### src/rtl/iova_walk_pkg.sv
package iova_walk_pkg;
  localparam int unsigned PTE_W   = 64;
  localparam int unsigned PTE_V   = 0;
  localparam int unsigned PTE_R   = 1;
  localparam int unsigned PTE_W_B = 2;
  localparam int unsigned PTE_X   = 3;
  localparam int unsigned PTE_N   = 63;
  localparam int unsigned PPN_LSB = 10;

  typedef enum logic [2:0] {
    CAUSE_NONE     = 3'd0,
    CAUSE_MODE     = 3'd1,
    CAUSE_CANON    = 3'd2,
    CAUSE_INVALID  = 3'd3,
    CAUSE_MISALIGN = 3'd4,
    CAUSE_NAPOT    = 3'd5
  } cause_e;

  typedef enum logic [1:0] {
    ST_IDLE,
    ST_ISSUE,
    ST_WAIT,
    ST_RESP
  } walk_st_e;
endpackage

### src/rtl/iova_mode_check.sv
module iova_mode_check #(
  parameter int unsigned VA_W    = 64,
  parameter int unsigned OFF_W   = 12,
  parameter int unsigned IDX_W   = 9,
  parameter int unsigned MODE_W  = 4,
  parameter int unsigned LVL_W   = 3,
  parameter int          MODE_LO = 8,
  parameter int          MODE_HI = 10,
  parameter int          LVL_OFS = 6
) (
  input  logic [MODE_W-1:0] mode_i,
  input  logic [VA_W-1:0]   va_i,
  output logic              mode_ok_o,
  output logic [LVL_W-1:0]  top_lvl_o,
  output logic              canon_ok_o
);
  int unsigned va_bits;
  logic [VA_W-1:0] upper, ones;

  always_comb begin
    mode_ok_o  = (int'(mode_i) >= MODE_LO) && (int'(mode_i) <= MODE_HI);
    top_lvl_o  = mode_ok_o ? LVL_W'(int'(mode_i) - LVL_OFS) : '0;
    va_bits    = OFF_W + IDX_W * (32'(top_lvl_o) + 32'd1);
    // bits from the top implemented one upward must all match it
    upper      = va_i >> (va_bits - 1);
    ones       = {VA_W{1'b1}} >> (va_bits - 1);
    canon_ok_o = (upper == '0) || (upper == ones);
  end
endmodule

### src/rtl/iova_entry_addr.sv
module iova_entry_addr #(
  parameter int unsigned VA_W    = 64,
  parameter int unsigned PA_W    = 56,
  parameter int unsigned OFF_W   = 12,
  parameter int unsigned IDX_W   = 9,
  parameter int unsigned LVL_W   = 3,
  parameter int unsigned ENT_LG2 = 3
) (
  input  logic [PA_W-1:0]  base_i,
  input  logic [LVL_W-1:0] lvl_i,
  input  logic [VA_W-1:0]  va_i,
  output logic [PA_W-1:0]  addr_o
);
  logic [IDX_W-1:0] idx;

  always_comb begin
    idx    = IDX_W'(va_i >> (OFF_W + IDX_W * 32'(lvl_i)));
    addr_o = base_i + PA_W'({idx, {ENT_LG2{1'b0}}});
  end
endmodule

### src/rtl/iova_pte_eval.sv
module iova_pte_eval
  import iova_walk_pkg::*;
#(
  parameter int unsigned VA_W      = 64,
  parameter int unsigned PA_W      = 56,
  parameter int unsigned PPN_W     = 44,
  parameter int unsigned OFF_W     = 12,
  parameter int unsigned IDX_W     = 9,
  parameter int unsigned LVL_W     = 3,
  parameter int unsigned NAPOT_LG2 = 16
) (
  input  logic [PTE_W-1:0] pte_i,
  input  logic [LVL_W-1:0] lvl_i,
  input  logic [VA_W-1:0]  va_i,
  input  logic             napot_en_i,
  output logic             valid_o,
  output logic             leaf_o,
  output logic             napot_bad_o,
  output logic             misalign_o,
  output logic [PA_W-1:0]  leaf_pa_o,
  output logic [PA_W-1:0]  next_base_o,
  output logic [6:0]       perm_o
);
  localparam int unsigned NAP_PPN = NAPOT_LG2 - OFF_W;

  logic [PPN_W-1:0] ppn, ppn_lo_mask;
  logic [PA_W-1:0]  page_pa, va_pa, off_mask, nap_mask;
  logic             is_n, code_ok;
  logic             unused_bits;

  assign unused_bits = ^{pte_i[PTE_N-1:PPN_LSB+PPN_W], pte_i[PPN_LSB-1:8]};

  always_comb begin
    ppn         = pte_i[PPN_LSB +: PPN_W];
    is_n        = pte_i[PTE_N];
    page_pa     = PA_W'({ppn, {OFF_W{1'b0}}});
    va_pa       = PA_W'(va_i);
    off_mask    = (PA_W'(1) << (OFF_W + IDX_W * 32'(lvl_i))) - PA_W'(1);
    nap_mask    = (PA_W'(1) << NAPOT_LG2) - PA_W'(1);
    ppn_lo_mask = (PPN_W'(1) << (IDX_W * 32'(lvl_i))) - PPN_W'(1);
    code_ok     = ppn[NAP_PPN-1:0] == NAP_PPN'(1 << (NAP_PPN - 1));

    valid_o     = pte_i[PTE_V];
    leaf_o      = (lvl_i == '0) || pte_i[PTE_R] || pte_i[PTE_W_B] || pte_i[PTE_X];
    napot_bad_o = is_n && ((lvl_i != '0) || !napot_en_i || !code_ok);
    misalign_o  = (lvl_i != '0) && ((ppn & ppn_lo_mask) != '0);
    if (is_n) leaf_pa_o = (page_pa & ~nap_mask) | (va_pa & nap_mask);
    else      leaf_pa_o = (page_pa & ~off_mask) | (va_pa & off_mask);
    next_base_o = page_pa;
    perm_o      = pte_i[7:1];
  end
endmodule

### src/rtl/iova_walker.sv
module iova_walker
  import iova_walk_pkg::*;
#(
  parameter int unsigned VA_W   = 64,
  parameter int unsigned PA_W   = 56,
  parameter int unsigned PPN_W  = 44,
  parameter int unsigned OFF_W  = 12,
  parameter int unsigned IDX_W  = 9,
  parameter int unsigned MODE_W = 4,
  parameter int unsigned LVL_W  = 3
) (
  input  logic              clk_i,
  input  logic              rst_ni,
  input  logic              req_valid_i,
  output logic              req_ready_o,
  input  logic [VA_W-1:0]   req_va_i,
  input  logic [MODE_W-1:0] mode_i,
  input  logic [PPN_W-1:0]  root_ppn_i,
  input  logic              napot_en_i,
  output logic              mem_req_valid_o,
  input  logic              mem_req_ready_i,
  output logic [PA_W-1:0]   mem_req_addr_o,
  input  logic              mem_rsp_valid_i,
  output logic              mem_rsp_ready_o,
  input  logic [PTE_W-1:0]  mem_rsp_data_i,
  output logic              rsp_valid_o,
  output logic              rsp_fault_o,
  output logic [2:0]        rsp_cause_o,
  output logic [PA_W-1:0]   rsp_pa_o,
  output logic [6:0]        rsp_perm_o
);
  walk_st_e         st_q;
  cause_e           cause_q;
  logic [VA_W-1:0]  va_q;
  logic [LVL_W-1:0] lvl_q;
  logic [PA_W-1:0]  base_q, pa_q;
  logic [6:0]       perm_q;
  logic             napot_q;

  logic             mode_ok, canon_ok;
  logic [LVL_W-1:0] top_lvl;
  logic             e_valid, e_leaf, e_napot_bad, e_misalign;
  logic [PA_W-1:0]  e_leaf_pa, e_next_base;
  logic [6:0]       e_perm;

  iova_mode_check #(
    .VA_W(VA_W), .OFF_W(OFF_W), .IDX_W(IDX_W), .MODE_W(MODE_W), .LVL_W(LVL_W)
  ) u_mode (
    .mode_i(mode_i), .va_i(req_va_i),
    .mode_ok_o(mode_ok), .top_lvl_o(top_lvl), .canon_ok_o(canon_ok)
  );

  iova_entry_addr #(
    .VA_W(VA_W), .PA_W(PA_W), .OFF_W(OFF_W), .IDX_W(IDX_W), .LVL_W(LVL_W)
  ) u_addr (
    .base_i(base_q), .lvl_i(lvl_q), .va_i(va_q), .addr_o(mem_req_addr_o)
  );

  iova_pte_eval #(
    .VA_W(VA_W), .PA_W(PA_W), .PPN_W(PPN_W), .OFF_W(OFF_W), .IDX_W(IDX_W), .LVL_W(LVL_W)
  ) u_eval (
    .pte_i(mem_rsp_data_i), .lvl_i(lvl_q), .va_i(va_q), .napot_en_i(napot_q),
    .valid_o(e_valid), .leaf_o(e_leaf), .napot_bad_o(e_napot_bad),
    .misalign_o(e_misalign), .leaf_pa_o(e_leaf_pa), .next_base_o(e_next_base),
    .perm_o(e_perm)
  );

  always_ff @(posedge clk_i or negedge rst_ni) begin
    if (!rst_ni) begin
      st_q    <= ST_IDLE;
      cause_q <= CAUSE_NONE;
      va_q    <= '0;
      lvl_q   <= '0;
      base_q  <= '0;
      pa_q    <= '0;
      perm_q  <= '0;
      napot_q <= 1'b0;
    end else begin
      unique case (st_q)
        ST_IDLE: if (req_valid_i) begin
          va_q    <= req_va_i;
          napot_q <= napot_en_i;
          lvl_q   <= top_lvl;
          base_q  <= PA_W'({root_ppn_i, {OFF_W{1'b0}}});
          pa_q    <= '0;
          perm_q  <= '0;
          // reject before any memory traffic
          if (!mode_ok) begin
            cause_q <= CAUSE_MODE;
            st_q    <= ST_RESP;
          end else if (!canon_ok) begin
            cause_q <= CAUSE_CANON;
            st_q    <= ST_RESP;
          end else begin
            cause_q <= CAUSE_NONE;
            st_q    <= ST_ISSUE;
          end
        end
        ST_ISSUE: if (mem_req_ready_i) st_q <= ST_WAIT;
        ST_WAIT: if (mem_rsp_valid_i) begin
          if (!e_valid) begin
            cause_q <= CAUSE_INVALID;
            st_q    <= ST_RESP;
          end else if (e_napot_bad) begin
            cause_q <= CAUSE_NAPOT;
            st_q    <= ST_RESP;
          end else if (e_leaf) begin
            st_q <= ST_RESP;
            if (e_misalign) begin
              cause_q <= CAUSE_MISALIGN;
            end else begin
              pa_q   <= e_leaf_pa;
              perm_q <= e_perm;
            end
          end else begin
            base_q <= e_next_base;
            lvl_q  <= lvl_q - LVL_W'(1);
            st_q   <= ST_ISSUE;
          end
        end
        default: st_q <= ST_IDLE;
      endcase
    end
  end

  assign req_ready_o     = (st_q == ST_IDLE);
  assign mem_req_valid_o = (st_q == ST_ISSUE);
  assign mem_rsp_ready_o = (st_q == ST_WAIT);
  assign rsp_valid_o     = (st_q == ST_RESP);
  assign rsp_fault_o     = (cause_q != CAUSE_NONE);
  assign rsp_cause_o     = cause_q;
  assign rsp_pa_o        = pa_q;
  assign rsp_perm_o      = perm_q;
endmodule

### config.mk
export PLATFORM = sky130hd
export DESIGN_NAME = iova_walker
export DESIGN_NICKNAME = d
export VERILOG_FILES = /design/src/rtl/iova_walk_pkg.sv /design/src/rtl/iova_mode_check.sv /design/src/rtl/iova_entry_addr.sv /design/src/rtl/iova_pte_eval.sv /design/src/rtl/iova_walker.sv
export SDC_FILE = /design/constraint.sdc
export NUM_CORES = 1
export LEC_CHECK = 0
export BUFFER_PORTS_ARGS = -buffer_cell sky130_fd_sc_hd__buf_2
export CORE_MARGIN = 2
export CORE_UTILIZATION = 42
export CTS_BUF_LIST = sky130_fd_sc_hd__clkbuf_2 sky130_fd_sc_hd__clkbuf_4 sky130_fd_sc_hd__clkbuf_8
export CTS_CLUSTER_DIAMETER = 150
export DETAILED_ROUTE_END_ITERATION = 8
export PLACE_DENSITY_LB_ADDON = 0.1
export SKIP_CTS_REPAIR_TIMING = 1
export SLEW_MARGIN = 0
export SYNTH_ARGS = -nofsm -noshare
export SYNTH_HDL_FRONTEND = slang
export SYNTH_SLANG_ARGS = --single-unit
### constraint.sdc
create_clock -name clk_i -period 5.38 [get_ports clk_i]
set_input_delay 1.076 -clock clk_i [delete_from_list [all_inputs] [get_ports clk_i]]
set_output_delay 1.076 -clock clk_i [all_outputs]
set_load 0.03 [all_outputs]
Word-level counts from Yosys, hierarchy flattened --
Index checks and enable logic that the tools add are counted.
Word-level totals: flip-flop bits (word level) 192, bits of input ports 182, output and inout port bits 127, word-level logic and storage cells 116
Operators by class: add/subtract/negate cells 9, $mul 2, $lt $le $gt $ge 2, equality and inequality tests 15, shifts and indexed selects 5, multiplexer cells 46, bitwise gates (word level) 6, reduce and logical (&&, ||, !) cells 23
Operators by type and width (number):
- $mux 56 | 12
- $pmux 56 s2 | 2
- $and 56x56->56 | 2
- $eq 64x64->1 | 1
- $logic_not 64->1 | 1
- $shr 64x32->64 | 1
- $shr 64x32->64 const A | 1
- $shr 64x32->9 | 1
- $add 56x12->56 | 1
- $not 56->56 | 1
- $or 56x16->56 | 1
- $or 56x56->56 | 1
- $shl 1x8->56 const A | 1
- $sub 56x2->56 const B | 1
- $and 44x44->44 | 1
- $reduce_bool 44->1 | 1
- $shl 1x7->44 const A | 1
- $sub 44x2->44 const B | 1
- $mux 7 | 6
- $mux 3 | 12
- $add 4x32->32 const A | 1
- $mul 4x32->32 const A | 1
- $sub 32x1->32 const B | 1
- $mux 2 | 10
- 28 further kinds | 46

Logic depth before layout (Yosys ltp) --
Gate-level depths: netlist of run 1.
word-level depth 14, gate-level depth with buffers 30

Modules after synthesis --
From an unflattened synthesis of run 1, not the netlist that was laid out.
Unflattened totals: cells, all modules 2268, area total of the unflattened synthesis 19399.9 µm²
Modules (own cells, without submodules):
- iova_walker | instances 1, cells each 653, area an instance 8366.8 µm², sequential area each 4804.6 µm²
- iova_mode_check | instances 1, cells each 965, area an instance 6382.4 µm², sequential area each 0.0 µm²
- iova_pte_eval | instances 1, cells each 399, area an instance 2757.6 µm², sequential area each 0.0 µm²
- iova_entry_addr | instances 1, cells each 251, area an instance 1893.1 µm², sequential area each 0.0 µm²

Least setup slack after synthesis of run 1 --
Ideal clock, no wire load.
kind input-to-reg, start input port mode_i[2], end register st_q[1], library setup time 0.135 ns, arrival 6.922 ns, data required time 5.245 ns, slack -1.677 ns, stages on the path 29, path buffers 7, path through inv_1 -> ha_1 -> nor2b_1 -> o21ai_2 -> buf_4 -> inv_2 -> clkbuf_1 -> clkbuf_1 -> ha_1 -> buf_1 -> inv_1 -> xnor2_1 -> ha_1 -> ha_1 -> clkbuf_1 -> a21oi_1 -> nor2_1 -> clkbuf_1 -> a21oi_2 -> buf_2 -> a22oi_1 -> o22ai_1 -> nor4_1 -> xnor2_1 -> nand2_1 -> nor4_1 -> o2111ai_1 -> o41ai_2 -> a21oi_1
On the way: word-level cells in the longest chain between the ends 14, elaborated cells on any way between the ends 18
RTL lines:
- start, declared | RTL line iova_walker.sv:17 | input logic [MODE_W-1:0] mode_i,
- $ge 4x4->1 or $le 4x4->1 (tied branches) | RTL line iova_mode_check.sv:21 | mode_ok_o = (int'(mode_i) >= MODE_LO) && (int'(mode_i) <= MODE_HI);
- $logic_and 1x1->1 | RTL line iova_mode_check.sv:21
- $mux 3 | RTL line iova_mode_check.sv:22 | top_lvl_o = mode_ok_o ? LVL_W'(int'(mode_i) - LVL_OFS) : '0;
- $add 3x1->4 | RTL line iova_mode_check.sv:23 | va_bits = OFF_W + IDX_W * (32'(top_lvl_o) + 32'd1);
- $mul 4x32->32 | RTL line iova_mode_check.sv:23
- $add 4x32->32 | RTL line iova_mode_check.sv:23
- $sub 32x1->32 | RTL line iova_mode_check.sv:25, iova_mode_check.sv:26
- $shr 64x32->64 (on tied branches) | RTL line iova_mode_check.sv:25, iova_mode_check.sv:26
- $eq 64x64->1 or $logic_not 64->1 (tied branches) | RTL line iova_mode_check.sv:27 | canon_ok_o = (upper == '0) || (upper == ones);
- $logic_or 1x1->1 | RTL line iova_mode_check.sv:27
- $mux 2 | RTL line iova_walker.sv:91 | end else if (!canon_ok) begin
- $mux 2 (*) | RTL line iova_walker.sv:88 | if (!mode_ok) begin
- $mux 2 (*) | RTL line iova_walker.sv:80 | ST_IDLE: if (req_valid_i) begin
- $pmux 2 s3 (*) | RTL line iova_walker.sv:79 | unique case (st_q)
- end signal, assigned | RTL line iova_walker.sv:90 | st_q <= ST_RESP;
- end signal, assigned | RTL line iova_walker.sv:93 | st_q <= ST_RESP;
- end signal, assigned | RTL line iova_walker.sv:96 | st_q <= ST_ISSUE;
- end, declared | RTL line iova_walker.sv:32 | walk_st_e st_q;
Mark *: on every way between the ends. The rest lies on a longest branch, timed or not. The select of a mux whose other input is x is not followed. A chain may end at the register's enable or synchronous reset.

Worst setup path in the final report of run 1 --
start input port mode_i[2], end register cause_q[1] (netlist: rsp_cause_o[1])
On the way: word-level cells in the longest chain between the ends 14, elaborated cells on any way between the ends 18
RTL lines:
- $ge 4x4->1 or $le 4x4->1 (tied branches) | RTL line iova_mode_check.sv:21
- $logic_and 1x1->1 | RTL line iova_mode_check.sv:21
- $mux 3 | RTL line iova_mode_check.sv:22
- $add 3x1->4 | RTL line iova_mode_check.sv:23
- $mul 4x32->32 | RTL line iova_mode_check.sv:23
- $add 4x32->32 | RTL line iova_mode_check.sv:23
- $sub 32x1->32 | RTL line iova_mode_check.sv:25, iova_mode_check.sv:26
- $shr 64x32->64 (on tied branches) | RTL line iova_mode_check.sv:25, iova_mode_check.sv:26
- $eq 64x64->1 or $logic_not 64->1 (tied branches) | RTL line iova_mode_check.sv:27
- $logic_or 1x1->1 | RTL line iova_mode_check.sv:27
- $mux 2 | RTL line iova_walker.sv:91
- $mux 2 (*) | RTL line iova_walker.sv:88
- $mux 3 (*) | RTL line iova_walker.sv:80
- $pmux 3 s2 (*) | RTL line iova_walker.sv:79
- end signal, assigned | RTL line iova_walker.sv:89 | cause_q <= CAUSE_MODE;
- end signal, assigned | RTL line iova_walker.sv:92 | cause_q <= CAUSE_CANON;
- end signal, assigned | RTL line iova_walker.sv:95 | cause_q <= CAUSE_NONE;
- end, declared | RTL line iova_walker.sv:33 | cause_e cause_q;
Marks and branches as above.

==> results of run 1 <==
[registers in the layout, summed over array words and instances (netlist names)]
register and flops:
rsp_cause_o 3, rsp_pa_o 56, base_q 44, st_q 2, napot_q 1, rsp_perm_o 7, va_q 64, lvl_q 3
[worst paths after layout]
check | start | to | depth (start not counted) | slack, ns
max | mode_i[2] | rsp_cause_o[1]$_DFFE_PN0P_ | 24 | -0.09
min | rst_ni | rsp_pa_o[47]$_DFFE_PN0P_ | 1 | 0.48
max reg2reg | lvl_q[0]$_DFFE_PN0P_ | rsp_pa_o[55]$_DFFE_PN0P_ | 17 | 0.43
min reg2reg | rsp_perm_o[6]$_DFFE_PN0P_ | rsp_perm_o[6]$_DFFE_PN0P_ | 2 | 0.49
max in group asynchronous | rst_ni | base_q[20]$_DFFE_PN0P_ | 2 | 3.69
min in group clk_i | rsp_perm_o[6]$_DFFE_PN0P_ | rsp_perm_o[6]$_DFFE_PN0P_ | 2 | 0.49
[area by class of cell]
class                      count  share of cell area [%]
antenna                        5                 0.05416
clock buffer                  17                   1.013
clock inverter                15                  0.9478
inverter                      23                  0.4766
multi-input combinational   1627                   51.08
sequential                   180                   19.50
tap                          511                   2.768
timing repair buffer         804                   24.16
[routing by layer]
layer	up-vias	GRT usage, %	part of all wire, %
li1	8793	-	-
met1	9935	56.35	38
met2	1545	67.80	43
met3	394	11.49	12
met4	4	20.05	6.2
met5	-	0	0.034
[stage by stage]
stage | power, mW | util [%] | hold WS, ns | instances
2_1_floorplan | 7.618 | - | 0.4747 | 1988
3_3_place_gp | 11.00 | 56.82 | 0.4560 | 3104
3_5_place_dp | 11.11 | 56.82 | 0.4644 | 3104
4_1_cts | 12.17 | 58.02 | 0.4829 | 3136
5_1_grt | 13.22 | 61.03 | 0.5131 | 3179
6_report | 12.74 | 61.05 | 0.4838 | 3182
[cell families (layout without fill, tap and decap cells)]
family          after synthesis  count (layout)  share of synthesized area [%]
simple gates                651             651                          18.51
compound gates              582             582                          22.87
mux                         334             334                          22.49
buf+inv                     181             859                          4.692
flops                       180             180                          27.78
xor+xnor                     35              35                          1.891
fa+ha+maj                    22              22                          1.744
other cells                   1               8                        0.02313
[cell usage in the layout (no fill, tap or decap), drive strengths merged, types with 25 or more instances in the layout]
cell and n:
nor3 65, nand3 55, a21oi 113, buf 801, mux2 72, nand2 275, mux2i 246, o21ai 198
nor2 137, dfrtp 180, xnor2 25, nor4 28, a22oi 49, a211oi 30, o22ai 31
[report_power, final]
group	switching, mW	internal [mW]	total (mW)
Clock	0.656	0.373	1.03
Combinational	5.76	3.35	9.12
Sequential	0.637	1.96	2.60
==> results.cfg, run 1 <==
[global_route]
grt_max_degree = 69
grt_pass1_wl_um = 129600
antenna_found_initial = 5
grt_use_total_pct = 43.46
overflow = 0
grt_pass1_vias = 19292

[clock_tree]
cts_tree = yes
clockBufferDepth = 2
h-tree-depth = 4
cts-root-buf = clkbuf_8
numCtsBuffers = 17
clk_pin_slew_ns = 0.12
cts_sinks = 180
clock_latency_ns = 0.56

[timing]
slew_headroom_pct = 27.63
fin_worst_skew_ns = 0.02734
fin_ws_ns = -0.08841
tns_ns = -0.1527
period_minus_slack_ns = 5.468
setup-violations-final = 2
slew_viol_final = 0
min_period_over_period_pct = 101.6
fmax_mhz = 182.9
rsz0062_at_grt = true
worstMarginPinSlew_ns = 1.086
final-hold-violation-count = 0

[setup_path]
crit_arrival_ns = 5.89
path_class = in2reg
endpoint_kind = register
crit_buf_inv = 8
crit_path_top_delay_cell = o311ai_0
path_cells = buf_8, clkinvlp_4, ha_4, nor2b_4, o21ai_4, buf_6, buf_6, ha_4, inv_4, fa_2, buf_6, a21oi_1, buf_4, xnor2_2, nand2_1, o311ai_0, a21oi_1, a21oi_2, o211ai_1, nor4_2, o2111ai_1, o41ai_2, buf_4, o41ai_4
max_stage_delay_ns = 0.45
start_kind = primary input
path_delay_family = compound AO/OA/AOI/OAI gates
required_ns = 5.80
path_max_fanout = 6
cpMostUsedCell = buf_6

[die]
core_um2 = 37840
dieArea_um2 = 40190
fp.dieW_um = 200.5
io_pins = 309
initial_core_util_pct = 42.84
die_h_um = 200.5
rows = 71

[power]
p_per_area_nw_per_um2 = 551.5
leakagePower_nw = 10.48
peakVddDrop_mv = 0.4423

[outcome]
violations = negative setup slack
run_status = finished with violations

[placed_design]
place_congestion = 1.050
pre_cts_slack_ns = -1.036
dpl.hpwl_um = 72990
portBuffers = 294
place_area_um2 = 21500

[job]
max_cap_violations = 0

[worst_hold_path]
min_path_type = in2async

[route]
ant_nets = 0
vias_per_cell = 6.496
wire_per_inst_um = 28.86
remaining_drc_errors = 0
firstDrtPassIters = 6
drt_wl_total_um = 91830
drtIter0Drc = 2790
vias = 20671

[synth]
synth.yosys.seq_area_share_pct = 27.78
ys.flop_type = dfrtp_1
yosysUniqueCellTypes = 86
yosysMostFrequentCell = nand2_1
synthCells = 1986
yosys_warnings = 0
synth.cell_area_um2 = 16210
synth_edf_count = 0
yosys.area.top_type = dfrtp_1
netlist_top_cells_count = nand2_1 (275), mux2i_1 (245), o21ai_0 (192), dfrtp_1 (180), nor2_1 (137)
avgSynthCellArea_um2 = 8.164
ys_async_sr_fraction_pct = 100.0
synth_seq_cells = 180
yosysTopAreaCellShare_pct = 27.78
synth_area_leaders = dfrtp_1 (28%), mux2i_1 (15%), nand2_1 (6.4%)

[layout]
finish.instance_area_um2 = 23100
layout-drive-gt1-share_pct = 40.40
regArea_um2 = 4504
multi_input_area_um2 = 11800
nets = 2857
nFillCells = 3319
areaGrowthSynthToFinish_pct = 42.49
Note: power is estimated with default switching activity, not from simulation.
==> inputs of run 2 (changes only) <==
--- a/config.mk
+++ b/config.mk
@@ -12,6 +12,7 @@
 export CTS_CLUSTER_DIAMETER = 150
 export DETAILED_ROUTE_END_ITERATION = 8
 export PLACE_DENSITY_LB_ADDON = 0.1
+export SETUP_SLACK_MARGIN = 0.3
 export SKIP_CTS_REPAIR_TIMING = 1
 export SLEW_MARGIN = 0
 export SYNTH_ARGS = -nofsm -noshare
==> constraint.sdc (replaced) <==
create_clock -name clk_i -period 5.13 [get_ports clk_i]
set_input_delay 1.026 -clock clk_i [delete_from_list [all_inputs] [get_ports clk_i]]
set_output_delay 1.026 -clock clk_i [all_outputs]
set_load 0.03 [all_outputs]
==> results.cfg, run 2 (synthesis results as in run 1) <==
[outcome]
run_status = finished with violations
violations = negative setup slack

[layout]
final_common_cell = buf_4
top_register = va_q
layout-drive-gt1-share_pct = 39.09
largest_reg_flops = 64
areaGrowthSynthToFinish_pct = 41.22
layout_common_cells = buf_4 (433), buf_2 (291), nand2_1 (272), mux2i_1 (242), o21ai_0 (184)
finish.instance_area_um2 = 22900
nets = 2818

[power]
internal_power_mw = 6.088
p_comb_share_pct = 71.1
peakVddDrop_mv = 0.3895
pwr-share-seq_pct = 20.2
p_sw_mw = 7.306
leakagePower_nw = 10.32
pwr-share-clk_pct = 8.7
p_sw_share_pct = 54.55
p_per_area_nw_per_um2 = 585.0

[timing]
slew_headroom_pct = 29.11
setup-violations-final = 2
fin_ws_ns = -0.2392
fin_worst_skew_ns = 0.02384
min_period_over_period_pct = 104.7
period_minus_slack_ns = 5.369
rsz0062_at_grt = true
final-hold-violation-count = 0
slew_viol_final = 0
worstMarginPinSlew_ns = 1.054
tns_ns = -0.4576
fmax_mhz = 186.2

[clock_tree]
cts-root-buf = clkbuf_8
h-tree-depth = 4
clockBufferDepth = 2
cts_tree = yes
cts_sinks = 180
clock_latency_ns = 0.53
numCtsBuffers = 17
clk_pin_slew_ns = 0.11

[setup_path]
r2r_end = rsp_pa_o[55]$_DFFE_PN0P_
endpoint_kind = register
reg2reg_slack_ns = 0.51
cpMostUsedCell = buf_4
start_kind = primary input
path_class = in2reg
r2r_cells = 17
required_ns = 5.53
crit_path_top_delay_cell = fa_2
path_max_fanout = 6
max_stage_delay_ns = 0.43
crit_arrival_ns = 5.77
r2r-start = lvl_q[0]$_DFFE_PN0P_

[global_route]
grt_pass1_wl_um = 126000
grt_pass1_vias = 19096
antenna_found_initial = 2
overflow = 0
grt_use_total_pct = 41.81
grt_max_degree = 109

[route]
drtIter0Drc = 2487
vias_per_cell = 6.465
firstDrtPassIters = 6
drt_wl_total_um = 88110
remaining_drc_errors = 0
vias = 20300
wire_per_inst_um = 28.06
ant_nets = 0

[die]
core_um2 = 37840
io_pins = 309
dieArea_um2 = 40190
fp.dieW_um = 200.5
rows = 71
initial_core_util_pct = 42.84
die_h_um = 200.5

[placed_design]
place_area_um2 = 21310
dpl.hpwl_um = 70760
place_congestion = 1.102
portBuffers = 294

[job]
max_cap_violations = 0

[worst_hold_path]
min_path_type = in2async
-- run 2: layer usage --
metal	global-route usage, %	vias up	routed length [µm]
met4	15.08	2	4033
met2	66.31	1353	39150
met1	55.24	9968	34780
li1	-	8709	-
met5	0	-	22
met3	10.60	268	10120
-- run 2: power groups by stage --
| stage | combinational (mW) | sequential, mW | clock (mW) |
|---|---|---|---|
| after global routing | 9.97 | 2.73 | 1.22 |
| after floorplan | 4.89 | 3.10 | 0 |
| final | 9.53 | 2.70 | 1.16 |
| after CTS | 9.00 | 2.64 | 1.16 |
| after detailed placement | 8.96 | 2.67 | 0 |
| after global placement | 8.92 | 2.63 | 0 |
-- run 2: area by class of cell --
type / count / area [µm²]
clock buffer: 18 / 241.5
fill: 3396 / 14950
tap: 511 / 639.4
inverter: 23 / 110.1
antenna: 2 / 5.005
sequential: 180 / 4504
multi-input combinational: 1627 / 11820
clock inverter: 14 / 234.0
timing repair buffer: 765 / 5345
-- run 2: metrics by stage --
step	power [mW]	utilization (%)	hold WS, ns	setup WS (ns)	std cells
floorplan	7.991	-	0.4747	-0.5810	1988
global placement	11.55	56.31	0.4553	-1.203	3073
detailed placement	11.63	56.31	0.4653	-1.221	3073
CTS	12.81	57.56	0.4811	-0.6789	3105
global route	13.92	60.49	0.5001	-0.3323	3139
finish	13.39	60.50	0.4707	-0.2392	3140
-- run 2: worst max path at each step --
stage | cells after the start | slack (ns) | start | to
3_3_place_gp | 26 | -1.20 | mode_i[2] | st_q[1]$_DFFE_PN0P_
4_1_cts | 26 | -0.68 | mode_i[2] | st_q[1]$_DFFE_PN0P_
6_report | 27 | -0.24 | mode_i[2] | rsp_cause_o[1]$_DFFE_PN0P_
2_1_floorplan | 27 | -0.58 | mode_i[2] | rsp_cause_o[1]$_DFFE_PN0P_
5_1_grt | 26 | -0.33 | mode_i[2] | rsp_cause_o[1]$_DFFE_PN0P_
3_5_place_dp | 26 | -1.22 | mode_i[2] | st_q[1]$_DFFE_PN0P_
-- run 2: critical path, delay by kind of cell --
kind,cells,cell delay (ns)
compound gates,10,2.05
buf+inv,9,1.12
fa+ha+maj,3,0.78
simple gates,4,0.69
xor+xnor,1,0.09
